[config.mk]
export PLATFORM = sky130hd
export DESIGN_NAME = wr_cycle_ctrl
export DESIGN_NICKNAME = d
export VERILOG_FILES = /design/src/rtl/wcc_pkg.sv /design/src/rtl/wcc_prog_timer.sv /design/src/rtl/wcc_dout_status.sv /design/src/rtl/wr_cycle_ctrl.sv
export SDC_FILE = /design/constraint.sdc
export NUM_CORES = 1
export LEC_CHECK = 0
export BUFFER_PORTS_ARGS = -buffer_cell sky130_fd_sc_hd__buf_4
export CAP_MARGIN = 0
export CORE_MARGIN = 1.5
export CORE_UTILIZATION = 30
export CTS_CLUSTER_SIZE = 10
export DETAILED_ROUTE_END_ITERATION = 8
export SETUP_SLACK_MARGIN = 0.5
export SYNTH_ARGS = -nofsm -noshare
export SYNTH_HDL_FRONTEND = slang
export SYNTH_SLANG_ARGS = --single-unit
[constraint.sdc]
create_clock -name clk -period 1.75 [get_ports clk]
set_input_delay 0.0875 -clock clk [delete_from_list [all_inputs] [get_ports clk]]
set_output_delay 0.0875 -clock clk [all_outputs]
set_load 0.02 [all_outputs]
[src/rtl/wcc_pkg.sv]
package wcc_pkg;
  typedef enum logic [1:0] {
    ST_IDLE = 2'd0,
    ST_ARM  = 2'd1,
    ST_PROG = 2'd2,
    ST_DONE = 2'd3
  } wcc_state_e;
endpackage

[src/rtl/wcc_prog_timer.sv]
module wcc_prog_timer #(
  parameter int TICKS = 10000,
  localparam int CNT_W = $clog2(TICKS + 1)
) (
  input  logic clk,
  input  logic rst,
  input  logic run,
  input  logic tick,
  output logic expire
);
  logic [CNT_W-1:0] cnt_q;

  assign expire = run && tick && (cnt_q == CNT_W'(TICKS - 1));

  always_ff @(posedge clk) begin
    if (rst || !run || expire) cnt_q <= '0;
    else if (tick)             cnt_q <= cnt_q + 1'b1;
  end

  // the count never passes the programmed length
  p_cnt_below_limit_r3: assert property (@(posedge clk) disable iff (rst)
    cnt_q < CNT_W'(TICKS));
endmodule

[src/rtl/wcc_dout_status.sv]
module wcc_dout_status (
  input  logic clk,
  input  logic rst,
  input  logic cs_n,
  input  logic sclk,
  input  logic start,
  input  logic ready_now,
  input  logic ready_next,
  output logic dout_oe,
  output logic dout_bit
);
  logic cs_q, armed_q, win_d;
  logic cs_fall, cs_rise;

  assign cs_fall = cs_q && !cs_n;
  assign cs_rise = !cs_q && cs_n;
  assign win_d   = cs_n ? 1'b0
                        : (dout_oe || (cs_fall && !sclk && (armed_q || start)));

  always_ff @(posedge clk) begin
    if (rst) begin
      cs_q     <= 1'b1;
      armed_q  <= 1'b0;
      dout_oe  <= 1'b0;
      dout_bit <= 1'b0;
    end else begin
      cs_q <= cs_n;
      if (start)                     armed_q <= 1'b1;
      else if (cs_rise && ready_now) armed_q <= 1'b0;
      dout_oe  <= win_d;
      dout_bit <= win_d && ready_next;
    end
  end

  // chip select high closes the status window on the next edge
  p_oe_closes_on_cs_high_r10: assert property (@(posedge clk) disable iff (rst)
    cs_n |=> !dout_oe);
  // a fall while the serial clock is high never opens the window
  p_no_open_sclk_high_r11: assert property (@(posedge clk) disable iff (rst)
    (cs_q && !cs_n && sclk && !dout_oe) |=> !dout_oe);
endmodule

[src/rtl/wr_cycle_ctrl.sv]
module wr_cycle_ctrl
  import wcc_pkg::*;
#(
  parameter int ADDR_W     = 10,
  parameter int DATA_W     = 16,
  parameter int PROG_TICKS = 10000
) (
  input  logic              clk,
  input  logic              rst,
  input  logic              wr_req,
  input  logic [ADDR_W-1:0] wr_addr,
  input  logic [DATA_W-1:0] wr_data,
  input  logic              cs_n,
  input  logic              sclk,
  input  logic              wc,
  input  logic              tick,
  output logic              rdy,
  output logic              arr_we,
  output logic [ADDR_W-1:0] arr_addr,
  output logic [DATA_W-1:0] arr_data,
  output logic              dout_oe,
  output logic              dout_bit,
  output logic              corrupt
);
  wcc_state_e state_q, state_d;
  logic cs_q;
  logic ready_state, take_req, accept, go_prog, abort, expire, commit, rdy_d;

  assign ready_state = (state_q == ST_IDLE) || (state_q == ST_DONE);
  assign take_req    = ready_state && wr_req && !cs_n;
  assign accept      = take_req && !wc;
  assign go_prog     = (state_q == ST_ARM) && !wc;
  assign abort       = (state_q == ST_PROG) && wc;
  assign commit      = (state_q == ST_PROG) && !wc && expire;

  wcc_prog_timer #(.TICKS(PROG_TICKS)) u_timer (
    .clk    (clk),
    .rst    (rst),
    .run    (state_q == ST_PROG),
    .tick   (tick),
    .expire (expire)
  );

  always_comb begin
    state_d = state_q;
    unique case (state_q)
      ST_IDLE, ST_DONE: begin
        if (take_req)                            state_d = wc ? ST_IDLE : ST_ARM;
        else if (state_q == ST_DONE && cs_n && !cs_q) state_d = ST_IDLE;
      end
      ST_ARM:  state_d = wc ? ST_IDLE : ST_PROG;
      ST_PROG: begin
        if (wc)          state_d = ST_IDLE;
        else if (expire) state_d = ST_DONE;
      end
      default: state_d = ST_IDLE;
    endcase
  end

  assign rdy_d = (state_d != ST_PROG);

  always_ff @(posedge clk) begin
    if (rst) begin
      state_q  <= ST_IDLE;
      cs_q     <= 1'b1;
      rdy      <= 1'b1;
      arr_we   <= 1'b0;
      arr_addr <= '0;
      arr_data <= '0;
      corrupt  <= 1'b0;
    end else begin
      state_q <= state_d;
      cs_q    <= cs_n;
      rdy     <= rdy_d;
      arr_we  <= commit;
      if (accept) begin
        arr_addr <= wr_addr;
        arr_data <= wr_data;
      end
      if (abort)       corrupt <= 1'b1;
      else if (accept) corrupt <= 1'b0;
    end
  end

  wcc_dout_status u_status (
    .clk        (clk),
    .rst        (rst),
    .cs_n       (cs_n),
    .sclk       (sclk),
    .start      (go_prog),
    .ready_now  (rdy),
    .ready_next (rdy_d),
    .dout_oe    (dout_oe),
    .dout_bit   (dout_bit)
  );

  // an armed write without cancel turns busy on the next edge
  p_busy_entry_r2: assert property (@(posedge clk) disable iff (rst)
    (state_q == ST_ARM && !wc) |=> !rdy);
  // the strobe is one cycle wide and follows a busy cycle
  p_we_single_r3: assert property (@(posedge clk) disable iff (rst)
    arr_we |=> !arr_we);
  p_we_after_busy_r3: assert property (@(posedge clk) disable iff (rst)
    arr_we |-> $past(!rdy));
  // requests seen while busy leave the latched word alone
  p_drop_while_busy_r5: assert property (@(posedge clk) disable iff (rst)
    (!rdy && wr_req) |=> ($stable(arr_addr) && $stable(arr_data)));
  // cancel before programming never shows busy or a strobe
  p_precancel_r6: assert property (@(posedge clk) disable iff (rst)
    (state_q == ST_ARM && wc) |=> (rdy && !arr_we));
  // abort during programming wins over the expiring timer
  p_abort_r7: assert property (@(posedge clk) disable iff (rst)
    (state_q == ST_PROG && wc) |=> (rdy && corrupt && !arr_we));
endmodule

* Word-level counts from Yosys, hierarchy flattened
Cells that the tools add are included.
Widths: inputs -> output; s select.
** Operators by class
- Add/subtract/negate cells :: 1
- Equal/unequal tests :: 5
- Muxes and demuxes :: 12
- Reductions and logical operators :: 31
** Operators with widths (number)
- $logic_and 1x1->1 :: 17
- $add 14x1->14 const B :: 1
- $eq 14x14->1 const B :: 1
- $mux 2 :: 5
- $mux 1 :: 6
- $pmux 2 s3 :: 1
- $logic_not 1->1 :: 5
- $logic_or 1x1->1 :: 5
- $eq 2x2->1 const B :: 2
- $reduce_bool 2->1 :: 2
- $eq 2x1->1 const B :: 1
- $logic_not 2->1 :: 1
- $ne 2x2->1 const B :: 1
- $reduce_or 2->1 :: 1
** Storage, ports and cells
- Flip-flop bits (word level) :: 49
- Input port bits :: 33
- Output and inout bits :: 31

* Longest topological paths before layout
- Depth in word-level cells :: 8
- Depth in mapped cells :: 7
- Gate-level depth less buffers :: 6

* Cells and area by module
Synthesis repeated with hierarchy kept, for this count alone.
** Unflattened totals
- Cells, all modules :: 235
- Area, all modules :: 2125.8 sq um
** By module, submodules not included
- wr_cycle_ctrl :: instances 1, cells an instance 148, area an instance 1307.5 sq um, sequential area each 640.6 sq um
- wcc_prog_timer :: instances 1, cells an instance 74, area an instance 683.2 sq um, sequential area each 280.3 sq um
- wcc_dout_status :: instances 1, cells an instance 13, area an instance 135.1 sq um, sequential area each 80.1 sq um

* Worst setup path after synthesis
No wires, ideal clock.
- Kind :: register to register
- Start :: register state_q[0]
- End :: register arr_addr[9]
- Library setup time :: 71 ps
- Arrival :: 1667 ps
- Setup slack :: 13 ps
- Stages on the path, launching flop included :: 8
- Path buffers :: 2
- Period minus slack after synthesis :: 1737 ps
- Cell sequence :: dfxtp_1 > inv_1 > ha_1 > nor4bb_1 > clkbuf_1 > buf_1 > nand2_1 > a21oi_1
** On the way
- Word-level cells in the longest chain between the ends :: 5
- Elaborated cells on any way between the ends :: 6
- Classes of those cells :: 1 x eq/ne; 5 x reduce/logical
** Ends and longest elaborated chain
- start, declared :: RTL line wr_cycle_ctrl.sv:25 : wcc_state_e state_q, state_d;
- start signal, assigned :: RTL line wr_cycle_ctrl.sv:72 : state_q <= state_d;
- $eq 2x2->1 / $logic_not 2->1 (equally long branches) :: RTL line wr_cycle_ctrl.sv:29 : assign ready_state = (state_q == ST_IDLE) || (state_q == ST_DONE);
- $logic_or 1x1->1 (*) :: RTL line wr_cycle_ctrl.sv:29
- $logic_and 1x1->1 (*) (2 in series) :: RTL line wr_cycle_ctrl.sv:30 : assign take_req = ready_state && wr_req && !cs_n;
- $logic_and 1x1->1 (*) :: RTL line wr_cycle_ctrl.sv:31 : assign accept = take_req && !wc;
- end signal, assigned :: RTL line wr_cycle_ctrl.sv:77 : arr_addr <= wr_addr;
- end, declared :: RTL line wr_cycle_ctrl.sv:19 : output logic [ADDR_W-1:0] arr_addr,
Every way passes the cells marked *; elsewhere a longest branch is shown, timed or not.
A chain may end at the register's enable or synchronous reset.

* Worst setup path in the final report
- Start :: register u_timer.cnt_q[12]
- End :: register u_timer.cnt_q[8]
** On the way
- Word-level cells in the longest chain between the ends :: 3
** Ends and longest elaborated chain
- start, declared :: RTL line wcc_prog_timer.sv:11 : logic [CNT_W-1:0] cnt_q;
- start signal, assigned :: RTL line wcc_prog_timer.sv:17 : else if (tick) cnt_q <= cnt_q + 1'b1;
- $eq 14x14->1 :: RTL line wcc_prog_timer.sv:13 : assign expire = run && tick && (cnt_q == CNT_W'(TICKS - 1));
- $logic_and 1x1->1 :: RTL line wcc_prog_timer.sv:13
- $logic_or 1x1->1 :: RTL line wcc_prog_timer.sv:16 : if (rst || !run || expire) cnt_q <= '0;
No other way between the ends.

==> results_dict.tcl <==
set metrics [dict create \
    status "completed" \
    die_h_um 83.7 \
    rr_endpoint "u_timer.cnt_q[8]" \
    hold_path_end "arr_addr[9]" \
    place_ws_ps 176 \
    diodes 0 \
    worstSkewPairLatency_ps 300 \
    fin_nets 345 \
    finalCritPeriodShare_pct 89.3 \
    dp_cells 361 \
    layout-drive-gt1-share_pct 45.9 \
    p_sw_share_pct 24.3 \
    rows 29 \
    p_int_mw 1.55 \
    syn-cell-area_um2 1950 \
    firstDrtPassIters 4 \
    die-width_um 83.7 \
    irDropWorstVdd_mv 0.503 \
    slew_headroom_pct 70.3 \
    viasPerCell 4.83 \
    syn_to_final_growth_pct 58.2 \
    fin_hold_ws_ps 31.2 \
    route.detailed.drc 0 \
    maxCapViolations 0 \
    r2r_setup_slack_ps 190 \
    crit_required_ps 1940 \
    drv_slew 0 \
    antenna_found_initial 0 \
    grt.overflow.total 0 \
    period_needed_ps 1560 \
    synthCells 229 \
    synth_edf_count 0 \
    crit_fanout 7 \
    grt_pass1_wl_um 8400 \
    htree_levels 2 \
    cts-root-buf "clkbuf_8" \
    end_kind "flop" \
    synth_ff_type "dfxtp_1" \
    grt_util_all_layers_pct 14.9 \
    gp_congestion 0.769 \
    yosys.area.top_type "dfxtp_1" \
    leakage_nw 1.20 \
    clk_pin_slew_ps 80 \
    grt_pass1_vias 1659 \
    synth-seq-cells 49 \
    r2r-start "u_timer.cnt_q[12]" \
    cts_sinks 49 \
    postRouteWirelength_um 5340 \
    start_util_pct 30.9 \
    p_clk_share_pct 30.2 \
    crit_path_start_kind "flop" \
    final_cell_mix "buf_4, dfxtp_1, nand2_1" \
    worst_path_dominant_cell_family "simple AND/OR/NAND/NOR gates" \
    cp.depth 4 \
    routedWlPerCell_um 13.9 \
    min_path_cells 3 \
    ioPinCount 64 \
    path_cells "or4_4 -> nor4_4 -> nand2b_4 -> nor2_1" \
    core_um2 6310 \
    skew_ps 6.33 \
    hold_class "in2reg" \
    cts_buffer_depth 2 \
    max_stage_delay_ps 540 \
    tightest_slew_ps 444 \
    stdcell_area_um2 3090 \
    powerDensity_nw_per_um2 663 \
    die_area_um2 7000 \
    critical_path_class "reg2reg" \
    numPortBuffers 63 \
    seq_area_frac_synth_pct 50.3 \
    syn_avg_cell_area_um2 8.52 \
    num_vias 1856 \
    setup_tns_ps 0 \
    finalHoldViolCount 0 \
    ys_warn_count 0 \
    ys_types 34 \
    max_freq_ghz 0.640 \
    p_sw_mw 0.498 \
    sequentialPowerShare_pct 56.1 \
    ys_top_cells_by_area "dfxtp_1, nand2_1, a21oi_1, xor2_1, ha_1" \
    dp_hpwl_um 3060 \
    power_frac_comb_pct 13.7 \
    grt_start_max_net_pins 34 \
    syn-num-nets 266 \
    cts_tree "done" \
    setup-violations-final 0 \
    arrival_ps 1760 \
    rsz0062_at_grt "true" \
    cpMaxStageDelayCell "or4_4" \
    netlist.area_leader.share_pct 50.3 \
    drt_iter0_markers 78 \
    dpl_cell_area_um2 2570 \
    hold_path_startpoint "wr_addr[9]" \
    cp_num_buf_inv 0 \
    final_common_cell "buf_4" \
    final_antenna_net_count 0 \
    ff2ff_path_depth 4 \
    cts_inserted_buffers 5 \
    async_flop_share_pct 0 \
    final_cell_count_no_fill 384 \
    layout_setup_ws_ps 187 \
]
[cells in the mapped netlist, types with 2 or more instances]
library cell / number
nor2_1: 11
or3_1: 4
and3_1: 2
nand3b_1: 3
nand4_1: 6
xor2_1: 7
and2_1: 2
nand3_1: 4
a22oi_1: 2
nor3b_1: 2
or2_2: 2
nand4bb_1: 2
ha_1: 4
o21ai_0: 5
dfxtp_1: 49
inv_1: 3
clkbuf_1: 7
buf_1: 2
a21oi_1: 38
nor2b_1: 3
nand2_1: 58
[worst max path at each step]
stage	start	to	slack (ps)
after floorplan	u_timer.cnt_q[12]	u_timer.cnt_q[13]	260
final	u_timer.cnt_q[12]	u_timer.cnt_q[8]	190
after CTS	u_timer.cnt_q[12]	u_timer.cnt_q[12]	210
after global routing	u_timer.cnt_q[12]	u_timer.cnt_q[10]	130
after global placement	u_timer.cnt_q[1]	u_timer.cnt_q[9]	200
after detailed placement	u_timer.cnt_q[1]	u_timer.cnt_q[9]	180
[tightest hold or removal path: stages]
cell and delay [ps]:
buf_4 110, nand2_1 40, a21oi_1 50
[layout make-up]
class                           count  area, um^2
Clock buffer                        5        68.8
Timing Repair Buffer               82         763
Inverter                            3        11.3
Multi-Input combinational cell    167        1140
Clock inverter                      1        5.00
Sequential cell                    49         998
Tap cell                           77        96.3
Fill cell                         628        3230
[logic make-up after synthesis]
family	synth area share, %
DFF	50.3
muxes	0.513
AOI/OAI and AO/OA	12.6
and+or+nand+nor	27.3
xor gates and xnor gates	3.59
adders and majority gates	2.56
buffers and inverters	3.14
[per-stage QoR]
| step | total power, mW | utilization [%] |
|---|---|---|
| 6_report | 2.05 | 48.9 |
| 5_1_grt | 2.13 | 48.9 |
| 4_1_cts | 2.05 | 46.6 |
| 3_5_place_dp | 1.38 | 40.7 |
| 3_3_place_gp | 1.38 | 40.7 |
| 2_1_floorplan | 1.27 | - |
[routing by layer]
metal  track usage, %  vias to the layer above  routed length, um
li1                 -                      936                  -
met4             4.47                        0                 70
met5                0                        -                  0
met1             20.5                      875               2440
met2             23.6                       38               2640
met3             3.26                        7                181
[state kept, by name, indices dropped and copies added (netlist names)]
| register | cells |
|---|---|
| rdy | 1 |
| u_status.dout_oe | 1 |
| arr_we | 1 |
| state_q | 2 |
| u_timer.cnt_q | 14 |
| cs_q | 1 |
| u_status.armed_q | 1 |
| u_status.dout_bit | 1 |
| corrupt | 1 |
| arr_data | 16 |
| arr_addr | 10 |
[power groups by stage]
| stage | Clock, mW | Combinational, mW | Sequential, mW |
|---|---|---|---|
| 2_1_floorplan | 0 | 0.0730 | 1.20 |
| 3_3_place_gp | 0 | 0.205 | 1.18 |
| 3_5_place_dp | 0 | 0.207 | 1.18 |
| 4_1_cts | 0.640 | 0.265 | 1.15 |
| 5_1_grt | 0.684 | 0.299 | 1.15 |
| 6_report | 0.618 | 0.280 | 1.15 |
[repair_timing]
item	4_1_cts	5_1_grt
buffers inserted	10	1
resized for setup	23	40
hold buffers	0	0
cloned	6	0
endpoints found under the setup margin	46	47
pin swaps	11	24
Note: power is estimated with default switching activity, not from simulation.
